[config.mk]
export PLATFORM = sky130hd
export DESIGN_NAME = wdog_timer
export DESIGN_NICKNAME = d
export VERILOG_FILES = /design/src/rtl/wdog_pkg.sv /design/src/rtl/wdog_clear_ctl.sv /design/src/rtl/wdog_base_div.sv /design/src/rtl/wdog_postscaler.sv /design/src/rtl/wdog_timer.sv
export SDC_FILE = /design/constraint.sdc
export NUM_CORES = 1
export LEC_CHECK = 0
export BUFFER_PORTS_ARGS = -buffer_cell sky130_fd_sc_hd__buf_4
export CAP_MARGIN = 20
export CORE_MARGIN = 2
export CORE_UTILIZATION = 40
export CTS_CLUSTER_SIZE = 16
export DETAILED_ROUTE_END_ITERATION = 10
export PLACE_DENSITY = 0.63
export SYNTH_ARGS = -nofsm -noshare
export SYNTH_HDL_FRONTEND = slang
export SYNTH_SLANG_ARGS = --single-unit
[constraint.sdc]
create_clock -name clk -period 5.4 [get_ports clk]
set_input_delay 0.54 -clock clk [delete_from_list [all_inputs] [get_ports clk]]
set_output_delay 0.54 -clock clk [all_outputs]
set_load 0.02 [all_outputs]
[src/rtl/wdog_pkg.sv]
// Package: wdog_pkg
// Shared types for the watchdog. Assumes nothing beyond plain SystemVerilog.
package wdog_pkg;

    // Individual reasons for restarting the watchdog counters.
    typedef struct packed {
        logic kick;
        logic sleep;
        logic osc_chg;
        logic clk_fail;
        logic off;
    } wdog_clr_t;

    // Reduces the set of clear reasons to a single restart flag.
    function automatic logic any_clear(input wdog_clr_t c);
        return c.kick | c.sleep | c.osc_chg | c.clk_fail | c.off;
    endfunction

endpackage

[src/rtl/wdog_clear_ctl.sv]
// Module: wdog_clear_ctl
// Resolves the layered enable and collects every source that restarts the
// watchdog counters. Assumes all inputs are synchronous to clk.
module wdog_clear_ctl
    import wdog_pkg::*;
#(
    parameter int OSC_W = 3
) (
    input  logic             clk,
    input  logic             rst_n,
    input  logic             hw_en_i,
    input  logic             sw_en_i,
    input  logic             kick_i,
    input  logic             sleep_i,
    input  logic [OSC_W-1:0] osc_sel_i,
    input  logic             clk_fail_i,
    output logic             run_o,
    output logic             clr_o
);

    logic [OSC_W-1:0] osc_q;
    wdog_clr_t        why;

    // Keeps last cycle's oscillator select; reset captures the live value.
    always_ff @(posedge clk) begin
        osc_q <= osc_sel_i;
    end

    // Software enable matters only when the configuration enable is clear.
    always_comb begin
        run_o = hw_en_i ? 1'b1 : sw_en_i;
    end

    // Gathers clear reasons into a struct and reduces them to one flag.
    always_comb begin
        why.kick     = kick_i;
        why.sleep    = sleep_i;
        why.osc_chg  = rst_n && (osc_sel_i != osc_q);
        why.clk_fail = clk_fail_i;
        why.off      = ~run_o;
        clr_o        = any_clear(why);
    end

endmodule

[src/rtl/wdog_base_div.sv]
// Module: wdog_base_div
// Fixed divider that turns the oscillator clock into the base watchdog tick.
// Assumes DIV >= 2. The tick is suppressed in any cycle that carries a clear.
module wdog_base_div #(
    parameter int DIV = 125
) (
    input  logic clk,
    input  logic rst_n,
    input  logic clr_i,
    output logic tick_o
);

    localparam int CW = (DIV > 1) ? $clog2(DIV) : 1;
    localparam logic [CW-1:0] LAST = CW'(DIV - 1);

    logic [CW-1:0] cnt;

    // Flags the last count of the base period unless a clear overrides it.
    always_comb begin
        tick_o = (cnt == LAST) && !clr_i;
    end

    // Counts oscillator cycles modulo DIV, restarting on reset or clear.
    always_ff @(posedge clk) begin
        if (!rst_n || clr_i) begin
            cnt <= '0;
        end else if (cnt == LAST) begin
            cnt <= '0;
        end else begin
            cnt <= cnt + 1'b1;
        end
    end

endmodule

[src/rtl/wdog_postscaler.sv]
// Module: wdog_postscaler
// Power-of-two postscaler on the base tick. Select n expires on every 2^n-th
// tick. Assumes 2^SEL_W - 1 <= PS_W so every select value has a counter bit.
module wdog_postscaler #(
    parameter int PS_W  = 16,
    parameter int SEL_W = 4
) (
    input  logic             clk,
    input  logic             rst_n,
    input  logic             clr_i,
    input  logic             tick_i,
    input  logic [SEL_W-1:0] sel_i,
    output logic             expire_o
);

    logic [PS_W-1:0] ps;
    logic [PS_W-1:0] mask;

    // Builds a mask of the low n bits; expiry is when all of them are set.
    for (genvar g = 0; g < PS_W; g++) begin : g_mask
        assign mask[g] = (g < int'(sel_i));
    end

    // Expires on the tick that would carry out of bit n-1 (every tick for n=0).
    always_comb begin
        expire_o = tick_i && ((ps & mask) == mask);
    end

    // Counts base ticks; restarts on reset, clear or expiry.
    always_ff @(posedge clk) begin
        if (!rst_n || clr_i || expire_o) begin
            ps <= '0;
        end else if (tick_i) begin
            ps <= ps + 1'b1;
        end
    end

endmodule

[src/rtl/wdog_timer.sv]
// Module: wdog_timer (top)
// Watchdog with a fixed base divider and a selectable power-of-two postscaler.
// On expiry it issues a one-cycle reset request when awake, or a one-cycle
// wake-up request when asleep. Assumes a single slow clock domain.
module wdog_timer #(
    parameter int BASE_DIV = 125,
    parameter int PS_W     = 16,
    parameter int SEL_W    = 4,
    parameter int OSC_W    = 3
) (
    input  logic             clk,
    input  logic             rst_n,
    input  logic             hw_en_i,
    input  logic             sw_en_i,
    input  logic             kick_i,
    input  logic             sleep_i,
    input  logic             in_sleep_i,
    input  logic [OSC_W-1:0] osc_sel_i,
    input  logic             clk_fail_i,
    input  logic [SEL_W-1:0] ps_sel_i,
    output logic             rst_req_o,
    output logic             wake_req_o
);

    logic run;
    logic clr;
    logic tick;
    logic expire;

    wdog_clear_ctl #(.OSC_W(OSC_W)) u_clr (
        .clk        (clk),
        .rst_n      (rst_n),
        .hw_en_i    (hw_en_i),
        .sw_en_i    (sw_en_i),
        .kick_i     (kick_i),
        .sleep_i    (sleep_i),
        .osc_sel_i  (osc_sel_i),
        .clk_fail_i (clk_fail_i),
        .run_o      (run),
        .clr_o      (clr)
    );

    wdog_base_div #(.DIV(BASE_DIV)) u_div (
        .clk    (clk),
        .rst_n  (rst_n),
        .clr_i  (clr),
        .tick_o (tick)
    );

    wdog_postscaler #(.PS_W(PS_W), .SEL_W(SEL_W)) u_ps (
        .clk      (clk),
        .rst_n    (rst_n),
        .clr_i    (clr),
        .tick_i   (tick && run),
        .sel_i    (ps_sel_i),
        .expire_o (expire)
    );

    // Routes an expiry to a reset or a wake-up request, by sleep state.
    always_ff @(posedge clk) begin
        if (!rst_n) begin
            rst_req_o  <= 1'b0;
            wake_req_o <= 1'b0;
        end else begin
            rst_req_o  <= expire && !in_sleep_i;
            wake_req_o <= expire && in_sleep_i;
        end
    end

endmodule

# ---- After elaboration in Yosys (flattened, before gate mapping)
# Cells that the tools add are included.
dict set report word_totals {
  register_bits 28
  input_bits 15
  out_inout_bits 2
}
dict set report op_classes {
  n_addsub 2
  magnitude_cmp 15
  eq_ne 3
  n_mux 1
  bitwise_logic 6
  n_reduce_logical 12
}
# op count
set ops {}
lappend ops {{$lt A4 B4 Y1 const A} 7}
lappend ops {{$add A16 B1 Y16 const B} 1}
lappend ops {{$and A16 B15 Y16} 1}
lappend ops {{$eq A16 B15 Y1} 1}
lappend ops {{$lt A3 B4 Y1 const A} 4}
lappend ops {{$lt A1 B4 Y1 const A} 2}
lappend ops {{$lt A2 B4 Y1 const A} 2}
lappend ops {{$add A7 B1 Y7 const B} 1}
lappend ops {{$eq A7 B7 Y1 const B} 1}
lappend ops {{$logic_and A1 B1 Y1} 6}
lappend ops {{$or A1 B1 Y1} 4}
lappend ops {{$logic_not A1 Y1} 3}
lappend ops {{$ne A3 B3 Y1} 1}
lappend ops {{$logic_or A1 B1 Y1} 2}
lappend ops {{$reduce_or A2 Y1} 1}
lappend ops {{$mux W1} 1}
lappend ops {{$not A1 Y1} 1}

# ---- Longest topological paths before layout
# Gate-level depths: netlist (run 1).
dict set report depth {
  depth_word 10
  mapped_depth 8
  depth_no_buf 7
}

# ---- Modules after synthesis
# From an unflattened synthesis (run 1), not the netlist that was laid out.
dict set report unflattened {
  cells_unflattened 149
  hier_area_um2 1322.5
}
# module instances cells_each area_per_inst_um2
set modules_own_cells {}
lappend modules_own_cells {wdog_postscaler 1 98 835.8}
lappend modules_own_cells {wdog_base_div 1 36 314.1}
lappend modules_own_cells {wdog_clear_ctl 1 10 110.1}
lappend modules_own_cells {wdog_timer 1 5 62.6}

# ---- Worst setup path after synthesis (run 1)
# Ideal clock, no wire load.
dict set report synth_path {
  path_kind {input to register}
  startpoint {input port sleep_i}
  endpoint {register u_ps.ps[0]}
  setup_time_ns 0.117
  t_arrival_ns 2.184
  required_time_ns 5.283
  setup_slack_ns 3.099
  path_stages 7
  path_buffers 2
  cell_sequence {or3_1 or2_1 buf_2 nor3_1 a41o_1 buf_2 nor2_1}
}
dict set report synth_between {
  elab_chain_len 9
  elab_cells_between_ends 10
}
# element line
set synth_rtl {}
lappend synth_rtl {{start, declared} wdog_timer.sv:16} ;# input logic sleep_i,
lappend synth_rtl {{$or A1 B1 Y1 * (4 in series)} wdog_pkg.sv:16} ;# return c.kick | c.sleep | c.osc_chg | c.clk_fail | c.off;
lappend synth_rtl {{$logic_not A1 Y1} wdog_base_div.sv:20} ;# tick_o = (cnt == LAST) && !clr_i;
lappend synth_rtl {{$logic_and A1 B1 Y1} wdog_base_div.sv:20}
lappend synth_rtl {{$logic_and A1 B1 Y1} wdog_timer.sv:54} ;# .tick_i (tick && run),
lappend synth_rtl {{$logic_and A1 B1 Y1} wdog_postscaler.sv:26} ;# expire_o = tick_i && ((ps & mask) == mask);
lappend synth_rtl {{$logic_or A1 B1 Y1} wdog_postscaler.sv:31} ;# if (!rst_n || clr_i || expire_o) begin
lappend synth_rtl {{end signal, assigned} wdog_postscaler.sv:34} ;# ps <= ps + 1'b1;
lappend synth_rtl {{end, declared} wdog_postscaler.sv:16} ;# logic [PS_W-1:0] ps;
# Mark *: on every way between the ends. The rest lies on a longest branch, timed or not.
# A chain may end at the register's enable or synchronous reset.

# ---- Worst setup path after layout (run 1)
dict set report layout_path {
  startpoint {input port sleep_i}
  endpoint {register u_ps.ps[14]}
}
# Same word-level chain as after synthesis.

==> results of run 1 <==
[stage by stage]
| step | worst slack (ns) | hold WS, ns | utilization [%] | power, mW | cells |
|---|---|---|---|---|---|
| floorplan | 3.099 | 0.4258 | - | 0.2150 | 157 |
| global placement | 2.789 | 0.4413 | 47.36 | 0.2259 | 210 |
| detailed placement | 2.763 | 0.4460 | 47.36 | 0.2267 | 210 |
| CTS | 3.112 | 0.3078 | 48.20 | 0.3121 | 214 |
| global route | 2.972 | 0.2958 | 48.20 | 0.3218 | 214 |
| finish | 3.112 | 0.3126 | 48.20 | 0.3082 | 214 |
[cells in the final DEF (no fill, tap or decap), drive strengths merged, types with 3 or more instances in the layout]
| cell type | n |
|---|---|
| nand2 | 7 |
| o21ai | 5 |
| nor4 | 8 |
| nor3 | 5 |
| or3 | 4 |
| buf | 16 |
| nor2 | 21 |
| and4 | 5 |
| nand3 | 8 |
| xor2 | 6 |
| and3 | 4 |
| ha | 3 |
| xnor2 | 13 |
| inv | 7 |
| dfxtp | 27 |
| nand4 | 4 |
| clkbuf | 4 |
| a21oi | 4 |
[layout make-up]
cell class	count	area [um2]	share of cell area, %
clock buffer	4	26.28	1.743
inverter	7	26.28	1.743
multi-input combinational	116	739.5	49.05
sequential	27	540.5	35.85
tap	44	55.05	3.651
timing repair buffer	16	120.1	7.967
[metal layers]
layer | vias up | routed length (um)
li1 | 583 | -
met1 | 534 | 1223
met2 | 19 | 1301
met3 | 4 | 80
met4 | 0 | 47
met5 | - | 0
[sequential cells by signal (all words and copies together), names as in the netlist]
name / count
u_ps.ps: 15
rst_req_o: 1
u_div.cnt: 7
u_clr.osc_q: 3
wake_req_o: 1
[worst max path at each step]
stage	to	slack, ns	cells after the start
finish	u_ps.ps[14]	3.11	6
floorplan	u_ps.ps[0]	3.10	7
global route	u_ps.ps[1]	2.97	6
detailed placement	u_ps.ps[14]	2.76	6
CTS	u_ps.ps[14]	3.11	6
global placement	u_ps.ps[14]	2.79	6
[logic make-up after synthesis]
kind of cell | count (synthesis) | share of synthesized area [%]
flops | 27 | 40.45
compound gates | 17 | 8.428
buf+inv | 14 | 4.213
mux | 1 | 0.7491
simple gates | 76 | 30.90
fa+ha+maj | 3 | 2.809
xor+xnor | 19 | 12.45
[where the power goes]
group	switching (mW)	total, mW	internal [mW]
clock network	0.0569	0.0859	0.0290
registers	0.000569	0.201	0.200
logic	0.0109	0.0212	0.0104
==> reports/metrics.cfg, run 1 <==
[job]
max_cap_viol_count = 0

[clocking]
cts-hold-fix-buffers = 0
clkLatencyLatePin_ns = 0.33
clock-sinks = 27
cts_tree = built
number_of_gates_resized_after_cts = 0
postCtsSetupBuffers = 0
tritoncts.num_buffers = 3
htree_num_levels = 1
worst_setup_hold_path_clk_slew_ns = 0.14
cts.path.max_buffers = 2
cts.root.buffer_cell = sky130_fd_sc_hd__clkbuf_4

[worst_hold_path]
hp-start = osc_sel_i[0]
timing.hold.worst.class = in -> reg
hold_path_end = u_clr.osc_q[0]
min_path_cells = 1

[placement]
finalWeightedCongestion = 0.8911
place.port_buffers = 16
dp_hpwl_um = 2020
dpl-instance-area_mm2 = 0.001481

[synthesis]
synthCells = 157
synth_area_leader_cell = sky130_fd_sc_hd__dfxtp_1
synth_top_cell_area_share_pct = 40.45
seq_area_frac_synth_pct = 40.45
synth.top_cells.by_count = sky130_fd_sc_hd__dfxtp_1, sky130_fd_sc_hd__nor2_1, sky130_fd_sc_hd__xnor2_1, sky130_fd_sc_hd__nand3_1, sky130_fd_sc_hd__nor4_1
synth_nets = 175
synth-main-ff-cell = sky130_fd_sc_hd__dfxtp_1
synthDistinctLibCells = 33
synth-edff-count = 0
synth_most_common_cell = sky130_fd_sc_hd__dfxtp_1
syn_avg_cell_area_um2 = 8.511
netlist_top_cells_area = sky130_fd_sc_hd__dfxtp_1, sky130_fd_sc_hd__xnor2_1, sky130_fd_sc_hd__nor2_1, sky130_fd_sc_hd__xor2_1, sky130_fd_sc_hd__nor4_1
async_set_or_reset_register_ratio_after_synthesis_pct = 0
postSynthRegisterBits = 27
synth.cell_area_mm2 = 0.001336
synth.yosys.warnings = 0

[worst_setup_path]
crit_slowest_cell = sky130_fd_sc_hd__or4b_1
critPathCaptureType = flip-flop
slowest_delay_ns = 0.66
arrival_ns = 2.56
setup.worst_path.class = in -> reg
crit_path_frequent_cell = sky130_fd_sc_hd__or3_1
setup.worst_path.start = sleep_i
timing.rr.end = u_ps.ps[14]
timing.critical_path.required_ns = 5.68
crit-reg2reg-launch = u_div.cnt[0]
cell_by_cell_listing_of_the_critical_path = buf_4 > or3_1 > or2_1 > or4b_1 > or3_1 > a21oi_1
critical_path_startpoint_category = input port
critical_path.max_fanout = 11
r2r_setup_slack_ns = 3.18
cpLargestDelayFamily = simple AND/OR/NAND/NOR gates
reg2regPathDepth = 7
timing.critical_path.buf_inv = 1

[global_route]
first_global_vias = 1068
grt-ovfl-total = 0
gr-max-usage-layer = met2
grt.total_usage_pct = 16.08
use_met2_pct = 27.07
gr-usage-met3_pct = 4.348
grt_util_met1_pct = 18.84
grt_first_pass_wirelength_um = 4547
grt_max_degree = 15
initial_antenna_violation_count = 0

[cells_and_area]
syn2layout_area_growth_pct = 12.83
n_antenna_cell = 0
nets = 189
filler_cell_count = 303
final_layout_size_suffix_gt1_share_pct = 11.76
finalInstanceArea_mm2 = 0.001508

[route]
drt_antenna_net_count = 0
wl_per_cell_um = 12.40
detail_route.iter0.violations = 44
dr_total_vias = 1140
post-route-drc-count = 0
detail_route.first_pass.iterations = 4
routed_wl_um = 2653
via_per_inst = 5.327

[floorplan]
die_w_um = 61.80
ioPinCount = 17
start_util_pct = 42.72
rows = 20
fp.dieArea_mm2 = 0.003819
core_area_mm2 = 0.003128
floorplan.die.height_um = 61.80

[power]
irDropWorstVdd_mv = 0.1338
p_leak_nw = 0.4905
p_per_area_mw_per_mm2 = 204.4

[timing]
final.setup_skew_ns = 0.009628
finalCritPeriodShare_pct = 42.36
hold_violations = 0
layout_min_cycle_time_ns = 2.288
tightestPinTransition_ns = 0.4767
setup-violations-final = 0
tns_ns = 0
max_freq_ghz = 0.4372
slew_headroom_pct = 67.98
slew_violations = 0
rsz0062_at_grt = no

[run_status]
result_of_the_run = finished clean

Power figures use the tool's default switching activity.
==> inputs of run 2 (changes only) <==
==> constraint.sdc (replaced) <==
create_clock -name clk -period 2.15 [get_ports clk]
set_input_delay 0.215 -clock clk [delete_from_list [all_inputs] [get_ports clk]]
set_output_delay 0.215 -clock clk [all_outputs]
set_load 0.02 [all_outputs]
==> reports/metrics.cfg, run 2 (synthesis results as in run 1) <==
[global_route]
grt_first_pass_wirelength_um = 4892  ; +7.6%
grt.total_usage_pct = 16.88  ; +0.80 points
grt_max_degree = 17  ; +2
initial_antenna_violation_count = 0  ; unchanged
grt-ovfl-total = 0  ; unchanged
first_global_vias = 1146  ; +7.3%

[clocking]
worst_setup_hold_path_clk_slew_ns = 0.16  ; +0.02 ns
clkLatencyLatePin_ns = 0.33  ; about the same
cts_tree = built
clock-sinks = 27  ; unchanged
cts.root.buffer_cell = sky130_fd_sc_hd__clkbuf_4
htree_num_levels = 1  ; unchanged
tritoncts.num_buffers = 3  ; unchanged
cts.path.max_buffers = 2  ; unchanged

[route]
detail_route.first_pass.iterations = 4  ; unchanged
via_per_inst = 5.438  ; +2.1%
wl_per_cell_um = 12.73  ; +2.7%
drt_antenna_net_count = 0  ; unchanged
dr_total_vias = 1218  ; +6.8%
post-route-drc-count = 0  ; unchanged
detail_route.iter0.violations = 64  ; +45%
routed_wl_um = 2851  ; +7.5%

[timing]
rsz0062_at_grt = no
layout_min_cycle_time_ns = 2.018
tns_ns = 0  ; unchanged
slew_headroom_pct = 69.82  ; +1.8 points
finalCritPeriodShare_pct = 93.86
hold_violations = 0  ; unchanged
max_freq_ghz = 0.4955
tightestPinTransition_ns = 0.4468  ; -0.02986 ns
setup-violations-final = 0  ; unchanged
slew_violations = 0  ; unchanged
final.setup_skew_ns = 0.007898  ; -0.001730 ns

[placement]
dp_hpwl_um = 2097  ; +3.8%
dpl-instance-area_mm2 = 0.001526  ; +3.0%
finalWeightedCongestion = 0.8139  ; -8.7%
place.port_buffers = 16  ; unchanged

[power]
cell_internal_power_mw = 0.6078  ; +150%
p_seq_share_pct = 63.1  ; -2.1 points
power.switching_mw = 0.1921  ; +180%
power.share.clock_pct = 29.1  ; +1.2 points
share_comb_of_total_power_pct = 7.8  ; +0.9 points
sw_share_pct = 24.02  ; +1.8 points
p_per_area_mw_per_mm2 = 500.2  ; +140%
irDropWorstVdd_mv = 0.1835  ; +37%
p_leak_nw = 0.5367  ; +9.4%

[worst_setup_path]
crit-reg2reg-launch = u_div.cnt[0]
critical_path.max_fanout = 7  ; -4
setup.worst_path.class = reg -> reg
arrival_ns = 2.29  ; -0.27 ns
timing.critical_path.required_ns = 2.42  ; -3.26 ns
critPathCaptureType = flip-flop
critical_path_startpoint_category = flip-flop
setup.worst_path.start = u_div.cnt[0]

[cells_and_area]
nets = 199  ; +5.3%
finalInstanceArea_mm2 = 0.001599  ; +6.1%
n_antenna_cell = 0  ; unchanged
layout.cells.most_common = sky130_fd_sc_hd__dfxtp_1
multi_input_area_um2 = 743.2  ; +0.51%
final_cell_mix = sky130_fd_sc_hd__dfxtp_1, sky130_fd_sc_hd__buf_4, sky130_fd_sc_hd__nor2_1, sky130_fd_sc_hd__xnor2_1
filler_cell_count = 313  ; +3.3%
layout.area.seq_um2 = 541.8  ; +0.23%
largest_register_by_flop_count = u_ps.ps
reg.largest.list = u_ps.ps x15, u_div.cnt x7, u_clr.osc_q x3
final_layout_size_suffix_gt1_share_pct = 16.67  ; +4.9 points
number_of_flip_flops_under_the_largest_register_name = 15  ; unchanged
syn2layout_area_growth_pct = 19.66

[worst_hold_path]
hp-start = in_sleep_i
timing.hold.worst.class = in -> reg

[floorplan]
fp.dieArea_mm2 = 0.003819  ; unchanged
core_area_mm2 = 0.003128  ; unchanged
rows = 20  ; unchanged
die_w_um = 61.80  ; unchanged
ioPinCount = 17  ; unchanged
start_util_pct = 42.72  ; unchanged
floorplan.die.height_um = 61.80  ; unchanged

[job]
max_cap_viol_count = 0  ; unchanged

[run_status]
result_of_the_run = finished clean

-- run 2: power groups by stage --
stage	clock (mW)	sequential, mW	combinational [mW]
2_1_floorplan	0	0.516	0.0244
3_3_place_gp	0	0.516	0.0557
3_5_place_dp	0	0.516	0.0569
4_1_cts	0.245	0.505	0.0613
5_1_grt	0.261	0.506	0.0678
6_report	0.233	0.505	0.0621
-- run 2: per-layer routing --
layer / global-route usage (%) / wire [um]
met1: 21.86 / 1212
met2: 27.82 / 1427
met3: 2.692 / 184
met4: 7.295 / 26
met5: 0 / 0
-- run 2: path summary, 6_finish.rpt --
check	cells past startpoint	slack, ns	to
worst max-delay path	7	0.13	u_ps.ps[14]
worst min-delay path	2	0.02	rst_req_o
worst max register to register	7	0.13	u_ps.ps[14]
worst min register to register	2	0.51	u_ps.ps[14]
-- run 2: timing repair --
| action | 4_1_cts | 5_1_grt |
|---|---|---|
| setup endpoints to repair | 0 | 3 |
| hold buffers | 3 | 0 |
| gates resized for setup | 0 | 2 |
| buffers inserted | 0 | 1 |
| endpoints found under the hold margin | 3 | 0 |
-- run 2: metrics by stage --
| stage | power [mW] | std cells | util, % | worst slack [ns] | hold WS, ns |
|---|---|---|---|---|---|
| final | 0.7999 | 224 | 51.12 | 0.1320 | 0.01787 |
| after global routing | 0.8342 | 224 | 51.12 | 0.001369 | 0.001763 |
| after CTS | 0.8113 | 223 | 50.72 | 0.02433 | 0.004560 |
| after detailed placement | 0.5728 | 216 | 48.80 | 0.001725 | 0.3384 |
| after global placement | 0.5715 | 216 | 48.80 | 0.05727 | 0.3351 |
| after floorplan | 0.5400 | 157 | - | 0.1736 | 0.2427 |
-- run 2: critical path, stage by stage (launching register included) --
cell                      delay, ns
sky130_fd_sc_hd__dfxtp_2       0.35
sky130_fd_sc_hd__inv_1         0.05
sky130_fd_sc_hd__ha_1          0.14
sky130_fd_sc_hd__nand4_1       0.09
sky130_fd_sc_hd__or2_2         0.30
sky130_fd_sc_hd__or4b_4        0.53
sky130_fd_sc_hd__or3_1         0.36
sky130_fd_sc_hd__a21oi_1       0.14
-- run 2: layout make-up --
type	count	area share (%)
clock buffer	3	1.408
sequential	27	33.88
multi-input combinational	116	46.48
inverter	7	1.643
tap	44	3.443
clock inverter	1	0.4695
timing repair buffer	26	12.68
==> inputs of run 3 (changes only) <==
--- a/config.mk
+++ b/config.mk
@@ -5,7 +5,7 @@
 export SDC_FILE = /design/constraint.sdc
 export NUM_CORES = 1
 export LEC_CHECK = 0
-export BUFFER_PORTS_ARGS = -buffer_cell sky130_fd_sc_hd__buf_4
+export BUFFER_PORTS_ARGS = -buffer_cell sky130_fd_sc_hd__buf_2
 export CAP_MARGIN = 20
 export CORE_MARGIN = 2
 export CORE_UTILIZATION = 40
==> reports/metrics.cfg, run 3 (synthesis results as in run 1) <==
[worst_setup_path]
cpLargestDelayFamily = simple AND/OR/NAND/NOR gates
arrival_ns = 2.38  ; +0.09 ns
critPathCaptureType = flip-flop
critical_path_startpoint_category = input port
timing.critical_path.buf_inv = 2  ; +1
timing.critical_path.required_ns = 2.43  ; about the same
critical_path.max_fanout = 7  ; unchanged
setup.worst_path.class = in -> reg
crit_slowest_cell = sky130_fd_sc_hd__or4b_4
slowest_delay_ns = 0.58  ; +0.05 ns
cell_by_cell_listing_of_the_critical_path = dlygate4sd3_1 > buf_2 > xor2_1 > o31a_1 > or4b_4 > or3_1 > a21oi_1

[route]
post-route-drc-count = 0  ; unchanged
detail_route.iter0.violations = 90  ; +41%
routed_wl_um = 2874  ; +0.81%
detail_route.first_pass.iterations = 4  ; unchanged
dr_total_vias = 1186  ; -2.6%
via_per_inst = 5.318  ; -2.2%
wl_per_cell_um = 12.89  ; +1.3%
drt_antenna_net_count = 0  ; unchanged

[cells_and_area]
finish.utilization_pct = 49.56  ; -1.6 points
stdcell_count = 223  ; -0.45%
n_antenna_cell = 0  ; unchanged
final_layout_size_suffix_gt1_share_pct = 15.64  ; -1.0 points
finalInstanceArea_mm2 = 0.001550  ; -3.1%
filler_cell_count = 301  ; -3.8%
reg.largest.list = u_ps.ps x15, u_div.cnt x7, u_clr.osc_q x3
nets = 198  ; -0.50%
largest_register_by_flop_count = u_ps.ps
number_of_flip_flops_under_the_largest_register_name = 15  ; unchanged
final_cell_mix = sky130_fd_sc_hd__dfxtp_1, sky130_fd_sc_hd__nor2_1, sky130_fd_sc_hd__buf_2, sky130_fd_sc_hd__xnor2_1
syn2layout_area_growth_pct = 16.01
layout.cells.most_common = sky130_fd_sc_hd__dfxtp_1

[timing]
slew_violations = 0  ; unchanged
final.setup_skew_ns = 0.003066  ; -0.004831 ns
layout_min_cycle_time_ns = 2.095  ; +0.07742 ns
max_freq_ghz = 0.4772  ; -3.7%
hold_violations = 0  ; unchanged
setup-violations-final = 0  ; unchanged
finalCritPeriodShare_pct = 97.46  ; +3.6 points
tightestPinTransition_ns = 0.4122  ; -0.03461 ns
tns_ns = 0  ; unchanged
final_critical_path_setup_slack_ns = 0.05454  ; -0.07743 ns
slew_headroom_pct = 72.16  ; +2.3 points
hold_slack_ns = 0.02594  ; +0.008066 ns
rsz0062_at_grt = no

[global_route]
grt.total_usage_pct = 16.89  ; about the same
grt_max_degree = 17  ; unchanged
initial_antenna_violation_count = 0  ; unchanged
grt_first_pass_wirelength_um = 4809  ; -1.7%
grt-ovfl-total = 0  ; unchanged
first_global_vias = 1098  ; -4.2%

[worst_hold_path]
timing.hold.worst.class = in -> reg

[clocking]
worst_setup_hold_path_clk_slew_ns = 0.15  ; about the same
clock-sinks = 27  ; unchanged
cts_tree = built
cts.path.max_buffers = 2  ; unchanged
clkLatencyLatePin_ns = 0.33  ; about the same
htree_num_levels = 1  ; unchanged
tritoncts.num_buffers = 3  ; unchanged
postCtsSetupBuffers = 0  ; unchanged
cts.root.buffer_cell = sky130_fd_sc_hd__clkbuf_4

[power]
power.total_mw = 0.7914  ; -1.1%
p_leak_nw = 0.5188  ; -3.3%
p_per_area_mw_per_mm2 = 510.5  ; +2.0%
sw_share_pct = 24.12  ; +0.11 points
irDropWorstVdd_mv = 0.2172  ; +18%
cell_internal_power_mw = 0.6004  ; -1.2%
power.switching_mw = 0.1909  ; -0.62%
power.share.clock_pct = 29.3  ; +0.2 points
share_comb_of_total_power_pct = 6.9  ; -0.9 points
p_seq_share_pct = 63.8  ; +0.7 points

[floorplan]
rows = 20  ; unchanged
floorplan.die.height_um = 61.80  ; unchanged
die_w_um = 61.80  ; unchanged
core_area_mm2 = 0.003128  ; unchanged
start_util_pct = 42.72  ; unchanged
ioPinCount = 17  ; unchanged
fp.dieArea_mm2 = 0.003819  ; unchanged

[placement]
post-place-cells = 216  ; unchanged
post_place_worst_slack_ns = 0.02982  ; +0.02809 ns
dp_hpwl_um = 2131  ; +1.6%
finalWeightedCongestion = 0.8275  ; +1.7%
place.port_buffers = 16  ; unchanged
dpl-instance-area_mm2 = 0.001486  ; -2.6%

[run_status]
result_of_the_run = finished clean

[job]
max_cap_viol_count = 0  ; unchanged

## run 3: worst reg2reg max path: cells and delay by family, from the launching register on
kind                       cells  cell delay, ns
AOI/OAI and AO/OA              1            0.14
adders and majority gates      1            0.14
buffers and inverters          1            0.06
DFF                            1            0.36
and+or+nand+nor                4            1.27
## run 3: power by group through the flow
stage	Clock (mW)	Sequential, mW	Combinational, mW
after floorplan	0	0.516	0.0244
after global placement	0	0.516	0.0485
after detailed placement	0	0.516	0.0493
after CTS	0.242	0.505	0.0537
after global routing	0.261	0.506	0.0595
final	0.232	0.505	0.0545
## run 3: layer usage
layer	share of wire [%]	wire length, um	track usage [%]	vias to the layer above
met3	3.6	103	2.484	6
met2	49	1417	27.97	22
met1	45	1306	21.87	556
met5	0	0	0	-
met4	1.6	46	7.295	0
li1	-	-	-	602
## run 3: final cells by class
class / count / area (um2) / share of cell area (%)
clock inverter: 1 / 7.507 / 0.4843
sequential: 27 / 540.5 / 34.87
timing repair buffer: 25 / 155.1 / 10.01
tap: 44 / 55.05 / 3.551
inverter: 7 / 26.28 / 1.695
multi-input combinational: 116 / 743.2 / 47.94
clock buffer: 3 / 22.52 / 1.453
## run 3: final timing paths
path,startpoint,to,slack [ns],cells after the start
worst max register to register,u_div.cnt[0],u_ps.ps[14],0.13,7
worst min register to register,u_div.cnt[0],u_div.cnt[0],0.48,1
worst min-delay path,in_sleep_i,rst_req_o,0.03,2
worst max-delay path,osc_sel_i[1],u_ps.ps[14],0.05,7
## run 3: what timing repair did
item	CTS	global route
hold endpoints to repair	3	0
resized for setup	0	1
hold buffers	3	0
endpoints found under the setup margin	0	3
